===== src/rtl/cec_rx_pkg.sv =====
package cec_rx_pkg;
  typedef enum logic [2:0] {
    ST_IDLE, ST_SLO, ST_SHI, ST_BIT, ST_ABORT
  } rx_state_e;

  localparam int FL_W      = 9;
  localparam int FL_DONE   = 0;
  localparam int FL_SOM    = 1;
  localparam int FL_EOM    = 2;
  localparam int FL_STOUT  = 3;
  localparam int FL_DTOUT  = 4;
  localparam int FL_LPULSE = 5;
  localparam int FL_HPULSE = 6;
  localparam int FL_PSHORT = 7;
  localparam int FL_PLONG  = 8;
endpackage


===== src/rtl/cec_rx_filter.sv =====
module cec_rx_filter #(
  parameter int FILT_LEN = 4
) (
  input  logic clk_i,
  input  logic rst_ni,
  input  logic en_i,
  input  logic line_i,
  output logic line_o
);
  localparam int FW = $clog2(FILT_LEN + 1);

  logic          sync1, sync2;
  logic [FW-1:0] cnt;

  always_ff @(posedge clk_i or negedge rst_ni) begin
    if (!rst_ni) begin
      sync1  <= 1'b1;
      sync2  <= 1'b1;
      line_o <= 1'b1;
      cnt    <= '0;
    end else begin
      sync1 <= line_i;
      sync2 <= sync1;
      if (!en_i) begin
        line_o <= sync2;
        cnt    <= '0;
      end else if (sync2 == line_o) begin
        cnt <= '0;
      end else if (cnt == FW'(FILT_LEN - 1)) begin
        line_o <= sync2;
        cnt    <= '0;
      end else begin
        cnt <= cnt + 1'b1;
      end
    end
  end


  filt_follow_chk: assert property (@(posedge clk_i) disable iff (!rst_ni)
    (line_o != $past(line_o)) |-> ($past(sync2) == line_o));
endmodule


===== src/rtl/cec_rx_store.sv =====
module cec_rx_store #(
  parameter int DEPTH = 16,
  parameter int CW    = $clog2(DEPTH + 1),
  parameter int IW    = $clog2(DEPTH)
) (
  input  logic          clk_i,
  input  logic          rst_ni,
  input  logic          wr_i,
  input  logic          first_i,
  input  logic [7:0]    data_i,
  input  logic [IW-1:0] rd_idx_i,
  output logic [7:0]    rd_data_o,
  output logic [CW-1:0] cnt_o,
  output logic          ovr_o,
  output logic          full_o
);
  logic [7:0] mem [DEPTH];

  assign full_o    = (cnt_o == CW'(DEPTH));
  assign rd_data_o = mem[rd_idx_i];

  always_ff @(posedge clk_i or negedge rst_ni) begin
    if (!rst_ni) begin
      cnt_o <= '0;
      ovr_o <= 1'b0;
      for (int i = 0; i < DEPTH; i++) mem[i] <= '0;
    end else if (wr_i) begin
      if (first_i) begin
        mem[0] <= data_i;
        cnt_o  <= CW'(1);
        ovr_o  <= 1'b0;
      end else if (full_o) begin
        ovr_o <= 1'b1;
      end else begin
        mem[cnt_o[IW-1:0]] <= data_i;
        cnt_o <= cnt_o + 1'b1;
      end
    end
  end


  cnt_bound_chk: assert property (@(posedge clk_i) disable iff (!rst_ni)
    cnt_o <= CW'(DEPTH));

  ovr_full_chk: assert property (@(posedge clk_i) disable iff (!rst_ni)
    $rose(ovr_o) |-> (cnt_o == CW'(DEPTH)) && ($past(cnt_o) == CW'(DEPTH)));
endmodule


===== src/rtl/cec_rx_ack.sv =====
module cec_rx_ack #(
  parameter int ACK_CYC = 60
) (
  input  logic clk_i,
  input  logic rst_ni,
  input  logic go_i,
  output logic drive_o
);
  localparam int AW = $clog2(ACK_CYC + 1);

  logic [AW-1:0] cnt;
  logic [AW:0]   run;

  assign drive_o = (cnt != '0);

  always_ff @(posedge clk_i or negedge rst_ni) begin
    if (!rst_ni)       cnt <= '0;
    else if (go_i)     cnt <= AW'(ACK_CYC);
    else if (drive_o)  cnt <= cnt - 1'b1;
  end

  always_ff @(posedge clk_i or negedge rst_ni) begin
    if (!rst_ni)      run <= '0;
    else if (drive_o) run <= run + 1'b1;
    else              run <= '0;
  end


  ack_len_chk: assert property (@(posedge clk_i) disable iff (!rst_ni)
    run <= (AW+1)'(ACK_CYC));
endmodule


===== src/rtl/cec_rx.sv =====
module cec_rx
  import cec_rx_pkg::*;
#(
  parameter int CLK_PER_UNIT = 2700,
  parameter int DEPTH        = 16,
  parameter int FILT_LEN     = 4
) (
  input  logic        clk_i,
  input  logic        rst_ni,
  input  logic        cec_i,
  input  logic        filt_en_i,
  input  logic [15:0] addr_mask_i,
  input  logic        clr_i,
  input  logic [3:0]  rd_idx_i,
  output logic [7:0]  rd_data_o,
  output logic [7:0]  arr_sts_o,
  output logic [8:0]  flags_o,
  output logic        cec_drive_o
);
  localparam int U    = CLK_PER_UNIT;
  localparam int TMAX = 64 * U;
  localparam int TW   = $clog2(TMAX + 1);
  localparam int CW   = $clog2(DEPTH + 1);
  localparam int IW   = $clog2(DEPTH);
  localparam logic [TW-1:0] LP_MIN    = TW'(3 * U);
  localparam logic [TW-1:0] HP_MIN    = TW'(3 * U);
  localparam logic [TW-1:0] SLO_MIN   = TW'(35 * U);
  localparam logic [TW-1:0] SLO_MAX   = TW'(39 * U);
  localparam logic [TW-1:0] SPER_MIN  = TW'(43 * U);
  localparam logic [TW-1:0] SPER_MAX  = TW'(47 * U);
  localparam logic [TW-1:0] STOUT     = TW'(47 * U);
  localparam logic [TW-1:0] SAMPLE    = TW'((21 * U) / 2);
  localparam logic [TW-1:0] PER_MIN   = TW'(21 * U);
  localparam logic [TW-1:0] PER_MAX   = TW'(26 * U);
  localparam logic [TW-1:0] DTOUT     = TW'(28 * U);
  localparam logic [TW-1:0] DONE_T    = PER_MIN;
  localparam int            ACK_CYC   = 15 * U;

  rx_state_e     st_q, st_n;
  logic          ln, ln_q, fall, rise;
  logic [TW-1:0] cyc_fall, cyc_rise;
  logic [3:0]    bidx_q, bidx_n;
  logic [7:0]    sh_q, sh_n;
  logic          hdr_q, hdr_n, acc_q, acc_n, bc_q, bc_n, eom_q, eom_n, ackp_q, ackp_n;
  logic [FL_W-1:0] flags_q, fset;
  logic          wr, ack_go, full, ovr, a_now, b_now, drop;
  logic [CW-1:0] cnt;
  logic [3:0]    dest;

  cec_rx_filter #(.FILT_LEN(FILT_LEN)) u_filt (
    .clk_i, .rst_ni, .en_i(filt_en_i), .line_i(cec_i), .line_o(ln)
  );

  cec_rx_store #(.DEPTH(DEPTH)) u_store (
    .clk_i, .rst_ni, .wr_i(wr), .first_i(hdr_q), .data_i(sh_q),
    .rd_idx_i(rd_idx_i[IW-1:0]), .rd_data_o, .cnt_o(cnt), .ovr_o(ovr), .full_o(full)
  );

  cec_rx_ack #(.ACK_CYC(ACK_CYC)) u_ack (
    .clk_i, .rst_ni, .go_i(ack_go), .drive_o(cec_drive_o)
  );

  assign fall      = ln_q & ~ln;
  assign rise      = ~ln_q & ln;
  assign dest      = sh_q[3:0];
  assign flags_o   = flags_q;
  assign arr_sts_o = {1'b0, ovr, 1'b0, 5'(cnt)};
  assign a_now     = hdr_q ? (addr_mask_i[dest] | (dest == 4'hF)) : acc_q;
  assign b_now     = hdr_q ? (dest == 4'hF) : bc_q;
  assign drop      = ~hdr_q & full;

  always_comb begin
    st_n = st_q; bidx_n = bidx_q; sh_n = sh_q; hdr_n = hdr_q; acc_n = acc_q;
    bc_n = bc_q; eom_n = eom_q; ackp_n = ackp_q; fset = '0; wr = 1'b0; ack_go = 1'b0;
    unique case (st_q)
      ST_IDLE: if (fall) st_n = ST_SLO;
      ST_SLO: begin
        if (rise) begin
          if (cyc_fall < LP_MIN) begin
            fset[FL_LPULSE] = 1'b1;
            st_n = ST_IDLE;
          end else if (cyc_fall >= SLO_MIN && cyc_fall <= SLO_MAX) st_n = ST_SHI;
          else st_n = ST_IDLE;
        end else if (cyc_fall >= STOUT) begin
          fset[FL_STOUT] = 1'b1;
          st_n = ST_ABORT;
        end
      end
      ST_SHI: begin
        if (fall) begin
          if (cyc_rise < HP_MIN) begin
            fset[FL_HPULSE] = 1'b1;
            st_n = ST_ABORT;
          end else if (cyc_fall >= SPER_MIN && cyc_fall <= SPER_MAX) begin
            st_n = ST_BIT; bidx_n = '0; hdr_n = 1'b1; acc_n = 1'b0;
            bc_n = 1'b0; eom_n = 1'b0; ackp_n = 1'b0;
          end else st_n = ST_SLO;
        end else if (cyc_fall >= STOUT) begin
          fset[FL_STOUT] = 1'b1;
          st_n = ST_IDLE;
        end
      end
      ST_BIT: begin
        if (rise && cyc_fall < LP_MIN) begin
          fset[FL_LPULSE] = 1'b1;
          st_n = ST_ABORT;
        end else if (fall) begin
          if (cyc_rise < HP_MIN) begin
            fset[FL_HPULSE] = 1'b1; st_n = ST_ABORT;
          end else if (cyc_fall < PER_MIN) begin
            fset[FL_PSHORT] = 1'b1; st_n = ST_ABORT;
          end else if (cyc_fall > PER_MAX) begin
            fset[FL_PLONG] = 1'b1; st_n = ST_ABORT;
          end else begin
            bidx_n = (bidx_q == 4'd9) ? 4'd0 : bidx_q + 4'd1;
            ack_go = (bidx_q == 4'd8) && ackp_q;
          end
        end else if (cyc_fall == SAMPLE) begin
          if (bidx_q < 4'd8) sh_n = {sh_q[6:0], ln};
          else if (bidx_q == 4'd8) begin
            eom_n  = ln;
            hdr_n  = 1'b0;
            acc_n  = a_now;
            bc_n   = b_now;
            wr     = a_now;
            ackp_n = a_now && (b_now ? drop : !drop);
            fset[FL_SOM] = hdr_q & a_now;
            fset[FL_EOM] = a_now & ln;
          end
        end else if (bidx_q == 4'd9 && eom_q && cyc_fall == DONE_T) begin
          fset[FL_DONE] = acc_q;
          st_n = ST_IDLE;
        end else if (cyc_fall == DTOUT) begin
          fset[FL_DTOUT] = 1'b1;
          st_n = ST_ABORT;
        end
      end
      ST_ABORT: if (ln) st_n = ST_IDLE;
      default: st_n = ST_IDLE;
    endcase
  end

  always_ff @(posedge clk_i or negedge rst_ni) begin
    if (!rst_ni) begin
      st_q <= ST_IDLE; ln_q <= 1'b1; cyc_fall <= '0; cyc_rise <= '0;
      bidx_q <= '0; sh_q <= '0; hdr_q <= 1'b0; acc_q <= 1'b0; bc_q <= 1'b0;
      eom_q <= 1'b0; ackp_q <= 1'b0; flags_q <= '0;
    end else begin
      st_q <= st_n; ln_q <= ln;
      cyc_fall <= fall ? TW'(1) : ((cyc_fall == TW'(TMAX)) ? cyc_fall : cyc_fall + 1'b1);
      cyc_rise <= rise ? TW'(1) : ((cyc_rise == TW'(TMAX)) ? cyc_rise : cyc_rise + 1'b1);
      bidx_q <= bidx_n; sh_q <= sh_n; hdr_q <= hdr_n; acc_q <= acc_n; bc_q <= bc_n;
      eom_q <= eom_n; ackp_q <= ackp_n;
      flags_q <= (clr_i ? '0 : flags_q) | fset;
    end
  end


  ack_slot_chk: assert property (@(posedge clk_i) disable iff (!rst_ni)
    $rose(cec_drive_o) |-> (bidx_q == 4'd9) && (st_q == ST_BIT));

  done_acc_chk: assert property (@(posedge clk_i) disable iff (!rst_ni)
    $rose(flags_q[FL_DONE]) |-> $past(acc_q) && (st_q == ST_IDLE));

  per_abort_chk: assert property (@(posedge clk_i) disable iff (!rst_ni)
    ($rose(flags_q[FL_PSHORT]) || $rose(flags_q[FL_PLONG])) |-> (st_q == ST_ABORT));
endmodule


===== config.mk =====
export PLATFORM = sky130hd
export DESIGN_NAME = cec_rx
export DESIGN_NICKNAME = d
export VERILOG_FILES = /design/src/rtl/cec_rx_pkg.sv /design/src/rtl/cec_rx_filter.sv /design/src/rtl/cec_rx_store.sv /design/src/rtl/cec_rx_ack.sv /design/src/rtl/cec_rx.sv
export SDC_FILE = /design/constraint.sdc
export NUM_CORES = 1
export LEC_CHECK = 0
export ABC_AREA = 0
export BUFFER_PORTS_ARGS = -buffer_cell sky130_fd_sc_hd__buf_2
export CORE_UTILIZATION = 53
export CTS_BUF_LIST = sky130_fd_sc_hd__clkbuf_16
export DETAILED_ROUTE_END_ITERATION = 7
export PLACE_DENSITY = 0.74
export SYNTH_ARGS = -nofsm -noshare
export SYNTH_HDL_FRONTEND = slang
export SYNTH_SLANG_ARGS = --single-unit

===== constraint.sdc =====
create_clock -name clk_i -period 5.85 [get_ports clk_i]
set_clock_uncertainty 0.2 [all_clocks]
set_input_delay 1.755 -clock clk_i [delete_from_list [all_inputs] [get_ports clk_i]]
set_output_delay 1.755 -clock clk_i [all_outputs]
set_load 0.05 [all_outputs]

Yosys cells after proc, flatten, opt, wreduce, memory -nomap -nowiden
Index checks and enable logic that the tools add are counted.
{"block": "totals", "regBits": 222, "latchBits": 0, "ramBits": 0, "rom_bits": 0, "out_inout_bits": 26, "wordCells": 270, "mem_count": 0}
{"block": "op_classes", "n_addsub": 6, "multipliers": 0, "n_div": 0, "n_lt_le_gt_ge": 14, "eq_ne": 39, "shift": 0, "n_mux": 139, "bitwise_logic": 15, "n_reduce_logical": 22}
{"cell": "$bwmux 128", "count": 1}
{"cell": "$mux 128", "count": 1}
{"cell": "$mux 18", "count": 4}
{"cell": "$mux 1", "count": 71}
{"cell": "$mux 3", "count": 23}
{"cell": "$ge 18x17->1 const B", "count": 3}
{"cell": "$add 18x1->18 const B", "count": 2}
{"cell": "$eq 18x18->1 const B", "count": 2}
{"cell": "$le 18x17->1 const B", "count": 2}
{"cell": "$lt 18x13->1 const B", "count": 2}
{"cell": "$mux 4", "count": 9}
{"cell": "$ne 2x2->1 const B", "count": 17}
{"cell": "$bmux 8 s4", "count": 1}
{"cell": "$demux 8 s4", "count": 1}
{"cell": "$mux 16", "count": 2}
{"cell": "$mux 8", "count": 4}
{"cell": "$eq 18x15->1 const B", "count": 1}
{"cell": "$eq 18x16->1 const B", "count": 1}
{"cell": "$eq 18x17->1 const B", "count": 1}
{"cell": "$gt 18x17->1 const B", "count": 1}
{"cell": "$lt 18x16->1 const B", "count": 1}
{"cell": "$reduce_and 9->1", "count": 2}
{"cell": "$mux 2", "count": 8}
{"cell": "$pmux 1 s2", "count": 8}
{"cell": "other kinds (38)", "count": 67}

Logic depth before layout (Yosys ltp)
{"block": "depth", "word_depth": 12, "depth_mapped": 10}

Cells and area by module
From an unflattened synthesis, not the netlist that was laid out.
{"block": "hier_totals", "cells_unflattened": 959, "area_unflattened_um2": 11572.3}
{"module": "cec_rx_store", "instances": 1, "cells_each": 400, "area_each_um2": 6277.3}
{"module": "cec_rx", "instances": 1, "cells_each": 451, "area_each_um2": 4106.4}
{"module": "cec_rx_ack", "instances": 1, "cells_each": 92, "area_each_um2": 953.4}
{"module": "cec_rx_filter", "instances": 1, "cells_each": 16, "area_each_um2": 235.2}

Worst setup path before layout
Ideal clock, no wire load.
{"block": "synth_path", "path_type": "in2out", "start": "input port rd_idx_i[0]", "end": "output port rd_data_o[0]", "arrival_time_ns": 3.703, "required_ns": 3.895, "setup_slack_ns": 0.192, "path_stages": 4, "n_path_buf": 2, "path_cell_list": "clkbuf_1 -> buf_1 -> mux4_2 -> mux4_2"}
{"block": "synth_via", "elab_chain_cells": 4}
{"item": "start: declaration", "line_no": "cec_rx.sv:14", "rtl": "input logic [3:0] rd_idx_i,"}
{"item": "$not 4->5 (implied by the code)", "line_no": "cec_rx_store.sv:20", "rtl": "assign rd_data_o = mem[rd_idx_i];"}
{"item": "$bmux 8 s4", "line_no": "cec_rx_store.sv:20"}
{"item": "$mux 8 (implied by the code) (2 in series)", "line_no": "cec_rx_store.sv:20"}
{"item": "end: declaration", "line_no": "cec_rx.sv:15", "rtl": "output logic [7:0] rd_data_o,"}
No other way between the ends. The select of a mux whose other input is x is not followed.

Worst setup path in the final report
Ends and elaborated chain as after synthesis.

==> flow_summary.json <==
{
  "outcome": "finished, final reports clean",
  "drive_above_1_share": 0.298,
  "start_kind": "input port",
  "critical_path_class": "in -> out",
  "synth_seq_area_share": 0.491,
  "finalWorstSetupSlack_ns": 0.483,
  "timing.final.crit_share": 0.917,
  "ys_top_cells_by_area": "dfrtp_1, mux2_2, mux4_2",
  "core-area_sq_um": 21000,
  "ys_ff_latch": 222,
  "power_leakage_nw": 5.83,
  "firstDrtPassIters": 5,
  "place_area_sq_um": 11700,
  "synth_top_flop_cell": "dfrtp_1",
  "cts_sinks": 222,
  "startpoint": "rd_idx_i[0]",
  "reg2reg_slack_ns": 2.10,
  "max_freq_mhz": 186,
  "drc_errors": 0,
  "die-area_sq_um": 22000,
  "initial_core_util": 0.540,
  "cts_setup_buffers": 0,
  "hpwl_microns": 16100,
  "clk_latency_ns": 0.52,
  "synth_most_common_cell": "dfrtp_1",
  "gr-total-overflow": 0,
  "cp.required_ns": 3.89,
  "cts_max_path_buffers": 3,
  "grt_max_degree": 110,
  "area_delta_synth_final_pct": 10.0,
  "path_delay_family": "multiplexers",
  "die_y_microns": 148,
  "wl_met3_microns": 1480,
  "min_period_ns": 5.37,
  "hold_violations": 0,
  "cts_tree": "done",
  "regArea_sq_um": 5560,
  "netlist-cell-type-count": 68,
  "final_util": 0.595,
  "synth_top_area_share": 0.482,
  "wl_per_cell_microns": 19.6,
  "multi_input_area_sq_um": 5350,
  "critPathMaxStageDelay_ns": 0.54,
  "nFillCells": 1716,
  "path_max_fanout": 16,
  "setup-violations-final": 0,
  "hold_path_class": "reg -> reg",
  "power-per-cell-area_nw_per_um2": 267,
  "r2r_cells": 6,
  "r2r-end": "u_ack.cnt[3]",
  "crit_slowest_cell": "mux4_2",
  "wl_met1_microns": 10700,
  "end_kind": "output port",
  "path_clk_slew_ns": 0.05,
  "synth_common_cells": "dfrtp_1, mux2_2, nor2_1",
  "synth_edf_count": 0,
  "cap_viol_max_count": 0,
  "numCtsBuffers": 24,
  "vias": 7608,
  "cts_resized": 0,
  "pin_count": 51,
  "worstPathArrival_ns": 3.41,
  "portBuffers": 47,
  "fin_setup_tns_ns": 0,
  "slew_violations": 0,
  "vdd_drop_max_mv": 0.192,
  "antenna_cells": 0,
  "cts_root_buf": "clkbuf_16",
  "grt_antenna_before_repair": 0,
  "async_flop_share": 1.00,
  "ctsHtreeMaxLevel": 1,
  "fp-row-count": 53,
  "rsz0062_at_grt": "no",
  "ys.warnings.count": 0,
  "crit_end": "rd_data_o[0]",
  "post_drt_via_cell_ratio": 6.07,
  "syn_area_per_cell_sq_um": 12.0,
  "place_congestion": 0.942,
  "place_ws_ns": 0.493,
  "finalInstanceArea_sq_um": 12500,
  "cp.depth": 5,
  "worstPathCellList": "buf_2 > buf_12 > mux4_2 > mux4_2 > buf_2",
  "synth_top_cell_by_area": "dfrtp_1",
  "grt_first_pass_wirelength_microns": 40100,
  "syn-instance-count": 945,
  "drt_iter0_drc": 712,
  "regToRegStartpoint": "cyc_fall[6]",
  "grt_pass1_vias": 7522,
  "tightest_slew_ns": 1.15,
  "wl_microns": 24600,
  "cp_num_buf_inv": 3,
  "routed-wl-met2_microns": 11800,
  "routed.top_layer": "met4",
  "die_w_microns": 148,
  "track_usage": 0.232,
  "slew-limit-headroom": 0.228,
  "cts_hold_buf": 0,
  "syn_area_sq_um": 11300,
  "fin_nets": 997,
  "ant_nets": 0
}
worst register-to-register path, delay by kind of cell, from the launching register on:
| family | cells | cell delay [ns] |
|---|---|---|
| compound gates | 3 | 1.81 |
| simple gates | 3 | 0.95 |
| flops | 1 | 0.66 |
metrics by stage:
stage          power (W)  hold slack [ns]  cells
6_report         0.00333            0.154   1254
5_1_grt          0.00346            0.158   1254
4_1_cts          0.00336            0.156   1254
3_5_place_dp     0.00192            0.148   1210
3_3_place_gp     0.00191            0.146   1210
2_1_floorplan    0.00183            0.145    946
where the power goes:
part	switching, W	total [W]	internal [W]	leakage, nW
sequential	0.0000619	0.00164	0.00157	3.04
combinational	0.000163	0.000264	0.000101	2.39
clock	0.000597	0.00143	0.000831	0.397
area by class of cell:
class	count	share of cell area
well taps	275	0.0276
repair buffers	55	0.0285
inverters	29	0.00874
flip-flops and latches	222	0.446
clock inverters	20	0.0116
clock buffers	24	0.0482
multi-input cells	629	0.429
cells by family after synthesis:
| logic type | share of synthesized area |
|---|---|
| simple gates | 0.141 |
| buf+inv | 0.0372 |
| flops | 0.491 |
| xor+xnor | 0.0325 |
| other cells | 0.000331 |
| compound gates | 0.0570 |
| fa+ha+maj | 0.0122 |
| mux | 0.229 |
layer usage:
| metal | up-vias | track usage |
|---|---|---|
| li1 | 3495 | - |
| met1 | 3823 | 0.321 |
| met2 | 250 | 0.379 |
| met3 | 40 | 0.0396 |
| met4 | 0 | 0.0608 |
| met5 | - | 0 |
worst min-delay path by stage:
stage,from,endpoint,cells past startpoint
4_1_cts,u_filt.sync1,u_filt.sync2,0
6_report,u_filt.sync1,u_filt.sync2,0
5_1_grt,u_filt.sync1,u_filt.sync2,0
3_3_place_gp,u_filt.sync1,u_filt.sync2,0
2_1_floorplan,u_filt.sync1,u_filt.sync2,0
3_5_place_dp,u_filt.sync1,u_filt.sync2,0
cells in the final DEF, fill, tap and decap left out, types with 4 or more instances in the layout:
master / instances
nor2b_1: 5
buf_4: 4
nand4b_1: 5
nor2_1: 62
o22ai_1: 4
mux2_2: 136
ha_1: 11
nand4_1: 11
clkinv_1: 5
nor4_1: 13
a31oi_1: 7
dfrtp_1: 218
a21oi_1: 17
o2111ai_1: 5
clkinv_2: 4
o21ai_0: 20
a211oi_1: 4
nor4b_1: 4
or4_1: 7
clkbuf_16: 24
o31a_1: 5
nand2b_1: 8
buf_12: 4
and3_1: 15
inv_1: 37
nand2_1: 55
nor3_1: 22
dfstp_2: 4
mux2i_1: 9
o211ai_1: 5
or3_1: 7
xor2_1: 29
buf_2: 46
nand3_2: 9
mux4_2: 43
nand3_1: 35
a21o_1: 5
xnor2_1: 13
and4_1: 5
state kept, by name, indices dropped and copies added, names as in the netlist:
name,flops
acc_q,1
ackp_q,1
bc_q,1
bidx_q,4
cyc_fall,18
cyc_rise,18
eom_q,1
flags_o,9
hdr_q,1
ln_q,1
sh_q,8
st_q,3
u_ack.cnt,16
u_filt.cnt,3
u_filt.line_o,1
u_filt.sync1,1
u_filt.sync2,1
u_store.cnt_o,5
u_store.mem,128
u_store.ovr_o,1
No activity file was read; power rests on OpenSTA's default activity.
